===== config.mk =====
export PLATFORM = sky130hd
export DESIGN_NAME = lcd_timing_gen
export DESIGN_NICKNAME = d
export VERILOG_FILES = /design/src/rtl/lcdt_pkg.sv /design/src/rtl/lcdt_regs.sv /design/src/rtl/lcdt_scan.sv /design/src/rtl/lcd_timing_gen.sv
export SDC_FILE = /design/constraint.sdc
export NUM_CORES = 1
export LEC_CHECK = 0
export BUFFER_PORTS_ARGS = -buffer_cell sky130_fd_sc_hd__buf_2
export CORE_ASPECT_RATIO = 0.6
export CORE_MARGIN = 5
export CORE_UTILIZATION = 25
export DETAILED_ROUTE_END_ITERATION = 10
export GPL_TIMING_DRIVEN = 0
export PLACE_DENSITY_LB_ADDON = 0.12
export SKIP_LAST_GASP = 1
export SLEW_MARGIN = 20
export SYNTH_ARGS = -nofsm -noshare
export SYNTH_HDL_FRONTEND = slang
export SYNTH_SLANG_ARGS = --single-unit

===== constraint.sdc =====
create_clock -name clk -period 2.5 [get_ports clk]
set_input_delay 0.125 -clock clk [delete_from_list [all_inputs] [get_ports clk]]
set_output_delay 0.125 -clock clk [all_outputs]
set_load 0.05 [all_outputs]

===== src/rtl/lcdt_pkg.sv =====
package lcdt_pkg;
  localparam int REG_AW = 2;

  localparam logic [REG_AW-1:0] ADDR_HORZ = 2'd0;
  localparam logic [REG_AW-1:0] ADDR_VERT = 2'd1;
  localparam logic [REG_AW-1:0] ADDR_CTRL = 2'd2;

  localparam int TOTAL_LSB = 16;
  localparam int ERR_BIT   = 8;

  localparam logic [1:0] HOLD_ENTER = 2'b00;
  localparam logic [1:0] HOLD_LEAVE = 2'b11;

  localparam int MIN_GAP = 3;
endpackage


===== src/rtl/lcdt_regs.sv =====
module lcdt_regs
  import lcdt_pkg::*;
#(
  parameter int H_CNT_W = 7,
  parameter int V_CNT_W = 10
) (
  input  logic               clk,
  input  logic               rst,
  input  logic               we,
  input  logic [REG_AW-1:0]  addr,
  input  logic [31:0]        wdata,
  output logic [31:0]        rdata,
  output logic [H_CNT_W-1:0] stg_ht,
  output logic [H_CNT_W-1:0] stg_hd,
  output logic [V_CNT_W-1:0] stg_vt,
  output logic [V_CNT_W-1:0] stg_vd,
  output logic               run_req
);
  localparam int CMP_W = H_CNT_W + 1;

  logic [1:0]       hold_field;
  logic             mode_on;
  logic             cfg_err;
  logic [CMP_W-1:0] w_tot;
  logic [CMP_W-1:0] w_vis;
  logic             w_h_ok;
  logic [31:0]      rd_mux;
  logic             unused_wbits;

  assign unused_wbits = ^wdata;

  always_comb begin
    w_tot  = {1'b0, wdata[TOTAL_LSB +: H_CNT_W]};
    w_vis  = {1'b0, wdata[0 +: H_CNT_W]};
    w_h_ok = (w_vis != '0) && (w_tot >= w_vis + CMP_W'(MIN_GAP));
  end

  always_comb begin
    rd_mux = '0;
    case (addr)
      ADDR_HORZ: begin
        rd_mux[TOTAL_LSB +: H_CNT_W] = stg_ht;
        rd_mux[0 +: H_CNT_W]         = stg_hd;
      end
      ADDR_VERT: begin
        rd_mux[TOTAL_LSB +: V_CNT_W] = stg_vt;
        rd_mux[0 +: V_CNT_W]         = stg_vd;
      end
      ADDR_CTRL: begin
        rd_mux[1:0]     = hold_field;
        rd_mux[ERR_BIT] = cfg_err;
      end
      default: rd_mux = '0;
    endcase
  end

  always_ff @(posedge clk) begin
    if (rst) begin
      rdata      <= '0;
      stg_ht     <= '0;
      stg_hd     <= '0;
      stg_vt     <= '0;
      stg_vd     <= '0;
      hold_field <= HOLD_ENTER;
      mode_on    <= 1'b0;
      cfg_err    <= 1'b0;
    end else begin
      rdata <= rd_mux;
      if (we) begin
        case (addr)
          ADDR_HORZ: begin
            stg_ht <= wdata[TOTAL_LSB +: H_CNT_W];
            stg_hd <= wdata[0 +: H_CNT_W];
            if (!w_h_ok) cfg_err <= 1'b1;
          end
          ADDR_VERT: begin
            stg_vt <= wdata[TOTAL_LSB +: V_CNT_W];
            stg_vd <= wdata[0 +: V_CNT_W];
          end
          ADDR_CTRL: begin
            hold_field <= wdata[1:0];
            if (wdata[1:0] == HOLD_ENTER)      mode_on <= 1'b0;
            else if (wdata[1:0] == HOLD_LEAVE) mode_on <= 1'b1;
            if (wdata[ERR_BIT]) cfg_err <= 1'b0;
          end
          default: ;
        endcase
      end
    end
  end

  assign run_req = mode_on && !cfg_err;
endmodule


===== src/rtl/lcdt_scan.sv =====
module lcdt_scan #(
  parameter int H_CNT_W = 7,
  parameter int V_CNT_W = 10,
  parameter int UNIT_LG = 3
) (
  input  logic                       clk,
  input  logic                       rst,
  input  logic                       run_req,
  input  logic [H_CNT_W-1:0]         stg_ht,
  input  logic [H_CNT_W-1:0]         stg_hd,
  input  logic [V_CNT_W-1:0]         stg_vt,
  input  logic [V_CNT_W-1:0]         stg_vd,
  output logic                       de,
  output logic                       ls,
  output logic                       fs,
  output logic [H_CNT_W+UNIT_LG-1:0] px,
  output logic [V_CNT_W-1:0]         ly
);
  localparam int XW = H_CNT_W + UNIT_LG;

  logic               act;
  logic [H_CNT_W-1:0] act_ht;
  logic [H_CNT_W-1:0] act_hd;
  logic [V_CNT_W-1:0] act_vt;
  logic [V_CNT_W-1:0] act_vd;
  logic [XW-1:0]      px_nx;
  logic [V_CNT_W-1:0] ly_nx;
  logic               end_line;
  logic               end_frame;

  always_comb begin
    px_nx     = px + XW'(1);
    ly_nx     = ly + V_CNT_W'(1);
    end_line  = (px == {act_ht, {UNIT_LG{1'b1}}});
    end_frame = end_line && (ly == act_vt);
  end

  always_ff @(posedge clk) begin
    if (rst || !run_req) begin
      act    <= 1'b0;
      px     <= '0;
      ly     <= '0;
      de     <= 1'b0;
      ls     <= 1'b0;
      fs     <= 1'b0;
      act_ht <= stg_ht;
      act_hd <= stg_hd;
      act_vt <= stg_vt;
      act_vd <= stg_vd;
    end else if (!act || end_frame) begin
      act    <= 1'b1;
      px     <= '0;
      ly     <= '0;
      de     <= 1'b1;
      ls     <= 1'b1;
      fs     <= 1'b1;
      act_ht <= stg_ht;
      act_hd <= stg_hd;
      act_vt <= stg_vt;
      act_vd <= stg_vd;
    end else if (end_line) begin
      px <= '0;
      ly <= ly_nx;
      de <= (ly_nx <= act_vd);
      ls <= 1'b1;
      fs <= 1'b0;
    end else begin
      px <= px_nx;
      de <= (px_nx[XW-1:UNIT_LG] <= act_hd) && (ly <= act_vd);
      ls <= 1'b0;
      fs <= 1'b0;
    end
  end
endmodule


===== src/rtl/lcd_timing_gen.sv =====
module lcd_timing_gen #(
  parameter int H_CNT_W = 7,
  parameter int V_CNT_W = 10,
  parameter int UNIT_LG = 3
) (
  input  logic                       clk,
  input  logic                       rst,
  input  logic                       reg_we,
  input  logic [1:0]                 reg_addr,
  input  logic [31:0]                reg_wdata,
  output logic [31:0]                reg_rdata,
  output logic                       panel_de,
  output logic                       line_start,
  output logic                       frame_start,
  output logic [H_CNT_W+UNIT_LG-1:0] pix_x,
  output logic [V_CNT_W-1:0]         line_y
);
  logic [H_CNT_W-1:0] stg_ht;
  logic [H_CNT_W-1:0] stg_hd;
  logic [V_CNT_W-1:0] stg_vt;
  logic [V_CNT_W-1:0] stg_vd;
  logic               run_req;

  lcdt_regs #(.H_CNT_W(H_CNT_W), .V_CNT_W(V_CNT_W)) u_regs (
    .clk(clk), .rst(rst), .we(reg_we), .addr(reg_addr), .wdata(reg_wdata),
    .rdata(reg_rdata), .stg_ht(stg_ht), .stg_hd(stg_hd), .stg_vt(stg_vt),
    .stg_vd(stg_vd), .run_req(run_req)
  );

  lcdt_scan #(.H_CNT_W(H_CNT_W), .V_CNT_W(V_CNT_W), .UNIT_LG(UNIT_LG)) u_scan (
    .clk(clk), .rst(rst), .run_req(run_req), .stg_ht(stg_ht), .stg_hd(stg_hd),
    .stg_vt(stg_vt), .stg_vd(stg_vd), .de(panel_de), .ls(line_start),
    .fs(frame_start), .px(pix_x), .ly(line_y)
  );
endmodule


==> impl_metrics.ini, run 1 <==
[synth]
ys.flop_type = dfxtp_1
synth-compound-area-share_pct = 9.89
yosysSeqAreaShare_pct = 50.6
async_flop_share_pct = 0
ys_warn_count = 0
ys_ff_latch = 116
syn_area_sq_mm = 0.00526
avgSynthCellArea_sq_um = 9.67
yosys.area_share.simple_pct = 16.1
synth_xor_area_share_pct = 7.82
synthMuxAreaShare_pct = 0.190
synth_edf_count = 34
synth_cell_types = 46
synth_top_family_by_area = simple AND/OR/NAND/NOR gates
synthAdderAreaFrac_pct = 9.75
syn_inst = 544

[routing]
routed_wl_mm = 15.3
wire_per_inst_um = 16.3
firstDrtPassIters = 4
drc = 0
drt_iter0_markers = 240
vias_per_cell = 4.34
vias = 4088
ant_nets = 0

[global_route]
grt_pass1_wl_mm = 23.4
grt_start_max_net_pins = 44
antenna_found_initial = 0
grt_use_total_pct = 13.0
grt-ovfl-total = 0
grt_pass1_vias = 4074

[critical_path]
crit_arrival_ns = 2.71
worstSetupPathType = reg2reg
endpoint_kind = register
start_kind = register
cp_max_fo = 5
cp.required_ns = 2.83

[clocking]
clkSinkCount = 116
h-tree-depth = 4
clk_pin_slew_ns = 0.06
cts_buffers = 17
cts_tree = yes
insertion_delay_ns = 0.42
clockRootBuffer = clkbuf_16
clk_path_buf_depth = 2

[cells_and_area]
area_growth_pct = 31.5
n_fill_cell = 2147
finalInstanceArea_sq_mm = 0.00692
n_antenna_cell = 0
drive_above_1_share_pct = 23.4
layout.nets = 727

[timing]
setup-violations-final = 0
worst_slew_pin_slew_ns = 0.691
timing.setup.tns_ns = 0
maxSlewViolCount = 0
timing.clock.skew_ns = 0.0128
fin_crit_sh_pct = 95.2
hold_violations = 0
holdWs_ns = 0.0263
layout_min_cycle_time_ns = 2.38
timing.slew.headroom_pct = 53.9
rsz0062_at_grt = yes
fmax_mhz = 420

[die]
num_io_pins = 92
core_area_sq_mm = 0.0209
dieHeight_um = 122
initial_utilization_pct = 25.2
die_x_um = 197
dieArea_sq_mm = 0.0241
placementRows = 41

[run_status]
status = finished clean

[flow_run]
drv_cap = 0

[place]
port_buffers = 65
dp_hpwl_mm = 11.7
gp_congestion = 0.814
place_area_sq_mm = 0.00599

[power]
power.density_mw_per_mm2 = 685
peakVddDrop_v = 0.000520
leakagePower_nw = 2.95

[min_path]
hold_path.class = in2reg
## final timing paths
| path | start | endpoint | slack (ns) | cells past startpoint |
|---|---|---|---|---|
| worst min-delay path | reg_wdata[16] | u_regs.stg_vt[0] | 0.03 | 3 |
| worst min register to register | u_scan.px[0] | u_scan.px[0] | 0.44 | 1 |
| worst max-delay path | u_scan.ly[0] | u_scan.de | 0.12 | 9 |
| worst max register to register | u_scan.ly[0] | u_scan.de | 0.12 | 9 |
## power breakdown
| part | switching [mW] | internal [mW] |
|---|---|---|
| Clock | 0.876 | 1.52 |
| Combinational | 0.226 | 0.116 |
| Sequential | 0.0271 | 1.97 |
| Total | 1.13 | 3.61 |
## metal layers
metal,track usage [%],wire (um),vias up
met2,17.0,5890,92
li1,-,-,2045
met5,0,0,-
met3,3.68,765,10
met1,20.3,8540,1941
met4,3.94,148,0
## worst max-delay path: stages (launching register included)
cell,delay (ns)
dfxtp_4,0.40
nand3_2,0.15
nor3_4,0.29
nand3_2,0.12
xnor2_1,0.15
ha_1,0.31
nand4_1,0.20
nor4b_2,0.31
o21bai_1,0.14
a31oi_2,0.22
## cells by family after synthesis
logic type,count (synthesis)
and+or+nand+nor,189
DFF,116
AOI/OAI and AO/OA,85
buffers and inverters,64
xor gates and xnor gates,47
adders and majority gates,41
other,1
muxes,1
## through the flow
stage | utilization (%) | worst slack, ns | instances | total power [mW]
floorplan | - | 0.0393 | 555 | 2.25
global placement | 28.7 | -0.330 | 899 | 2.36
detailed placement | 28.7 | -0.300 | 899 | 2.37
CTS | 32.3 | 0.0303 | 935 | 4.80
global route | 33.1 | -0.0515 | 941 | 4.93
finish | 33.1 | 0.119 | 941 | 4.74
## final cells by class
class | instances | area, sq um | area share [%]
clock inverters | 9 | 60.1 | 0.868
flip-flops and latches | 116 | 2700 | 39.0
clock buffers | 23 | 542 | 7.83
plain buffers | 33 | 188 | 2.71
multi-input cells | 375 | 2510 | 36.3
well taps | 279 | 349 | 5.05
repair buffers | 80 | 475 | 6.87
inverters | 26 | 97.6 | 1.41
## cells in the final DEF (no fill, tap or decap), drive strengths merged, types with 2 or more instances in the layout
cell type,instances
a211oi,4
ha,41
and2,7
nand3,17
dfxtp,82
a21o,4
o21ai,5
clkbuf,41
conb,12
xor2,24
xnor2,23
a21oi,46
a22oi,12
dlygate4sd3,8
inv,29
clkinv,6
nor4,5
nor3,9
nor2b,7
and3,4
a31oi,2
a222oi,2
buf,87
nand2,85
nor2,42
edfxtp,34
o21bai,2
nand4,8
## flip-flops by register name (all words and copies together) (netlist names), 2 cells and up
register and flops:
u_scan.ly 10, u_regs.stg_vd 10, u_regs.hold_field 2, u_regs.stg_ht 7, u_scan.act_vd 10, u_scan.act_vt 10, u_regs.stg_vt 10, u_scan.act_hd 7
u_scan.act_ht 7, u_scan.px 10, u_regs.rdata 20, u_regs.stg_hd 7
## synthesized netlist by cell type, drive strengths merged, types with 5 or more instances
| library cell | number | area [sq um] |
|---|---|---|
| xnor2 | 23 | 201 |
| inv | 26 | 97.6 |
| nor4 | 5 | 37.5 |
| dfxtp | 82 | 1640 |
| nand4 | 8 | 50.1 |
| a22oi | 12 | 90.1 |
| nor2b | 7 | 43.8 |
| xor2 | 24 | 210 |
| a21oi | 46 | 230 |
| nand2 | 85 | 319 |
| nand3 | 17 | 85.1 |
| nor2 | 42 | 158 |
| nor3 | 9 | 45.0 |
| o21ai | 5 | 25.0 |
| and2 | 7 | 43.8 |
| ha | 41 | 513 |
| clkbuf | 22 | 83.8 |
| edfxtp | 34 | 1020 |
| buf | 16 | 114 |
## repair_timing
item,4_1_cts,5_1_grt
hold buffers,8,0
setup buffers,0,6
endpoints found under the hold margin,8,0
resized for setup,16,28
pin swaps,2,11
endpoints found under the setup margin,44,35
gates cloned,0,1
Power figures use the tool's default switching activity.
==> inputs of run 2 (changes only) <==
- GPL_TIMING_DRIVEN: 0 -> default
==> impl_metrics.ini, run 2 (same netlist as run 1, synthesis figures left out) <==
[run_status]
status = finished clean

[routing]
wire_per_inst_um = 15.8
vias = 3984
firstDrtPassIters = 4
drc = 0
vias_per_cell = 4.30
drt_iter0_markers = 231
routed_wl_mm = 14.6
ant_nets = 0

[min_path]
worstHoldPathCells = 3
hold_path.class = in2reg
hold_end = u_regs.stg_vt[5]
hold_path.startpoint = reg_wdata[21]

[critical_path]
r2r-end = u_scan.act_hd[3]
endpoint_kind = register
critPathBufInv = 2
reg2reg_depth = 8
cp_max_fo = 31
reg2reg_slack_ns = 0.1
r2r_start = u_scan.px[0]
cpMostUsedCell = nand2_1
cp_cell_sequence = ha_1, nand2_1, nor4_1, buf_4, nand2_1, o31a_1, nand2_1, buf_12
crit_family = simple AND/OR/NAND/NOR gates
cp.required_ns = 2.60
crit_arrival_ns = 2.50
start_kind = register
crit_path_top_delay_cell = nor4_1
worstSetupPathType = reg2reg
critical_path.max_stage_delay_ns = 0.46

[cells_and_area]
multiInputGateArea_sq_mm = 0.00239
layout.nets = 713
largest_reg_flops = 20
regArea_sq_mm = 0.00268
drive_above_1_share_pct = 22.4
layout_commonest_cell = nand2_1
final_cell_mix = 85 x nand2_1, 73 x dfxtp_1, 67 x buf_2, 46 x a21oi_1
n_antenna_cell = 0
max_flop_register = u_regs.rdata
n_fill_cell = 2202
area_growth_pct = 28.4

[clocking]
clkSinkCount = 116
h-tree-depth = 4
clk_pin_slew_ns = 0.05
clk_path_buf_depth = 2
insertion_delay_ns = 0.41
cts_buffers = 17
clockRootBuffer = clkbuf_16
cts_tree = yes

[die]
num_io_pins = 92
dieArea_sq_mm = 0.0241
initial_utilization_pct = 25.2
dieHeight_um = 122
placementRows = 41
core_area_sq_mm = 0.0209
die_x_um = 197

[global_route]
antenna_found_initial = 0
grt-ovfl-total = 0
grt_use_total_pct = 12.6
grt_pass1_wl_mm = 23.0
grt_pass1_vias = 3962
grt_start_max_net_pins = 55

[timing]
fmax_mhz = 416
setup-violations-final = 0
timing.clock.skew_ns = 0.0136
maxSlewViolCount = 0
worst_slew_pin_slew_ns = 0.598
fin_crit_sh_pct = 96.1
holdWs_ns = 0.0212
layout_min_cycle_time_ns = 2.40
rsz0062_at_grt = yes
hold_violations = 0
timing.slew.headroom_pct = 60.1

[power]
total_power_mw = 4.83
peakVddDrop_v = 0.000503
power.density_mw_per_mm2 = 715
leakagePower_nw = 2.91

[place]
dp_hpwl_mm = 11.3
port_buffers = 67
gp_congestion = 0.825

[flow_run]
drv_cap = 0
-- run 2: cell types whose count changed in the layout (fill, tap and decap cells not counted), moves of 3 or more --
| cell | previous run | this run |
|---|---|---|
| clkbuf_1 | 16 | 1 |
| clkinv_4 | 3 | 6 |
| nand3_2 | 4 | 0 |
| dfxtp_4 | 7 | 2 |
| nand3_1 | 12 | 17 |
| buf_4 | 18 | 24 |
| dfxtp_1 | 70 | 73 |
| clkbuf_8 | 3 | 0 |
-- run 2: final cells by class --
type	instances	share of cell area, %
multi-input cells	375	35.4
clock inverters	12	2.09
well taps	279	5.17
inverters	26	1.44
flip-flops and latches	116	39.6
repair buffers	99	9.11
clock buffers	20	7.09
-- run 2: layer usage --
metal  share of wire, %  global-route usage [%]
met2                 37                    15.6
met5                  0                       0
met4               0.84                    3.51
met3                6.1                    3.40
met1                 56                    20.6
-- run 2: worst max path at each step --
| stage | cells past startpoint | slack [ns] | from | endpoint |
|---|---|---|---|---|
| 2_1_floorplan | 11 | 0.04 | u_scan.ly[2] | u_scan.de |
| 5_1_grt | 8 | -0.01 | u_scan.px[0] | u_scan.act_hd[3] |
| 4_1_cts | 11 | 0.03 | u_scan.px[0] | u_scan.de |
| 3_3_place_gp | 11 | 0.07 | u_scan.px[0] | u_scan.de |
| 3_5_place_dp | 11 | 0.0003 | u_scan.px[0] | u_scan.de |
| 6_report | 8 | 0.1 | u_scan.px[0] | u_scan.act_hd[3] |
-- run 2: power breakdown --
group / internal, mW / switching [mW] / total (mW) / leakage [nW]
combinational: 0.109 / 0.214 / 0.323 / 1.52
sequential: 1.97 / 0.0262 / 2.00 / 1.08
clock: 1.60 / 0.908 / 2.51 / 0.306
-- run 2: repair_timing --
item                       CTS  global route
buffers inserted             0             1
setup endpoints to repair    1             1
pin swaps                    0             4
hold buffers                 6             0
resized for setup            2            10
hold endpoints to repair     6             0
-- run 2: worst min-delay path: stages --
cell     delay [ns]
buf_2          0.14
nand2_1        0.06
a21oi_1        0.05
-- run 2: stage by stage --
stage | setup WS [ns] | instance area (sq um) | utilization (%) | setup TNS [ns] | cells
2_1_floorplan | 0.0393 | 5310 | - | 0 | 555
3_3_place_gp | 0.0743 | 6010 | 28.8 | 0 | 888
3_5_place_dp | 0.000296 | 6010 | 28.8 | 0 | 888
4_1_cts | 0.0262 | 6710 | 32.1 | 0 | 926
5_1_grt | -0.0103 | 6760 | 32.4 | -0.145 | 927
6_report | 0.0968 | 6760 | 32.4 | 0 | 927
==> inputs of run 3 (changes only) <==
- CORE_UTILIZATION: 25 -> 56
==> impl_metrics.ini, run 3 (same netlist as run 1, synthesis figures left out) <==
[die]
dieHeight_um = 85.1
num_io_pins = 92
placementRows = 27
core_area_sq_mm = 0.00916
dieArea_sq_mm = 0.0115
die_x_um = 135
initial_utilization_pct = 57.5

[place]
dpl.cell_count = 729
port_buffers = 67
dp_hpwl_mm = 9.03
place_area_sq_mm = 0.00574
gp_congestion = 0.897

[cells_and_area]
layout_commonest_cell = nand2_1
final_cell_mix = 85 x nand2_1, 72 x dfxtp_1, 66 x buf_2, 46 x a21oi_1, 40 x nor2_1
max_flop_register = u_regs.rdata
layout.nets = 710
utilization_pct = 71.1
finalInstanceArea_sq_mm = 0.00650
drive_above_1_share_pct = 19.7
final_cells = 775
area_growth_pct = 23.6
largest_reg_flops = 20
n_antenna_cell = 0

[timing]
timing.clock.skew_ns = 0.00639
rsz0062_at_grt = yes
setup-violations-final = 0
worst_slew_pin_slew_ns = 0.568
fin_crit_sh_pct = 95.6
layout_min_cycle_time_ns = 2.39
timing.slew.headroom_pct = 62.1
hold_violations = 0
fmax_mhz = 418
maxSlewViolCount = 0

[routing]
routed_wl_mm = 12.5
wire_per_inst_um = 16.2
vias = 4139
vias_per_cell = 5.34
drt_iter0_markers = 356
drc = 0
ant_nets = 0
firstDrtPassIters = 5

[critical_path]
cp.required_ns = 2.80
crit_family = compound AO/OA/AOI/OAI gates
crit_path_top_delay_cell = dlygate4sd3_1
critical_path.max_stage_delay_ns = 0.52
cp_cell_sequence = dlygate4sd3_1, clkbuf_4, inv_1, ha_2, nor2_4, nand3_1, xor2_1, ha_1, a21oi_1, o21ai_0, o211ai_1, nand4_1, a32o_1
crit_arrival_ns = 2.69
endpoint_kind = register
critPathBufInv = 3
cp_max_fo = 6
worstSetupPathType = in2reg
start_kind = input pin

[clocking]
clk_pin_slew_ns = 0.05
h-tree-depth = 4
clk_path_buf_depth = 2
cts_buffers = 17
clkSinkCount = 116
cts_tree = yes
insertion_delay_ns = 0.41
clockRootBuffer = clkbuf_16

[global_route]
grt_start_max_net_pins = 55
antenna_found_initial = 0
grt_pass1_vias = 4052
grt-ovfl-total = 0
grt_use_total_pct = 23.3
grt_pass1_wl_mm = 20.7

[power]
leakagePower_nw = 2.86
power.density_mw_per_mm2 = 736
peakVddDrop_v = 0.000542
total_power_mw = 4.79

[run_status]
status = finished clean

[flow_run]
drv_cap = 0

[min_path]
hold_path.class = in2reg
==> run 3: path summary, 6_finish.rpt <==
| check | slack (ns) | startpoint | end | depth (start not counted) |
|---|---|---|---|---|
| worst min-delay path | 0.02 | reg_wdata[1] | u_regs.stg_vd[1] | 3 |
| worst min register to register | 0.42 | u_scan.px[0] | u_scan.px[0] | 1 |
| worst max register to register | 0.11 | u_scan.ly[1] | u_scan.de | 11 |
| worst max-delay path | 0.11 | reg_wdata[0] | u_regs.cfg_err | 13 |
==> run 3: worst min-delay path, cell delays in order <==
cell,delay [ns]
buf_2,0.14
nand2_1,0.06
a21oi_1,0.05
==> run 3: final cells by class <==
cell class,count,area (sq um)
Multi-Input combinational cell,375,2370
Inverter,26,97.6
Timing Repair Buffer,96,601
Sequential cell,116,2680
Fill cell,703,2650
Clock buffer,20,437
Tap cell,130,163
Clock inverter,12,161
==> run 3: repair_timing <==
item,in CTS,in global routing
endpoints found under the hold margin,18,0
endpoints found under the setup margin,0,35
gates resized for setup,0,9
hold buffers,13,0
setup buffers,0,1
==> run 3: power by group <==
group | total (mW) | switching [mW] | internal, mW
clock network | 2.46 | 0.817 | 1.65
registers | 2.00 | 0.0265 | 1.98
logic | 0.321 | 0.210 | 0.111
==> run 3: routing by layer <==
layer,routed length (um),track usage [%],vias up
met5,0,0,-
met4,129,6.59,0
met3,1000,6.28,19
met2,5410,33.7,159
met1,6000,34.2,1954
li1,-,-,2007
==> run 3: stage by stage <==
stage	setup TNS, ns	hold slack, ns	worst slack, ns
after floorplan	0	0.261	0.0393
after global placement	0	0.369	0.123
after global routing	-0.00279	0.0124	-0.00279
after CTS	0	0.00491	0.0201
after detailed placement	0	0.374	0.125
final	0	0.0194	0.110
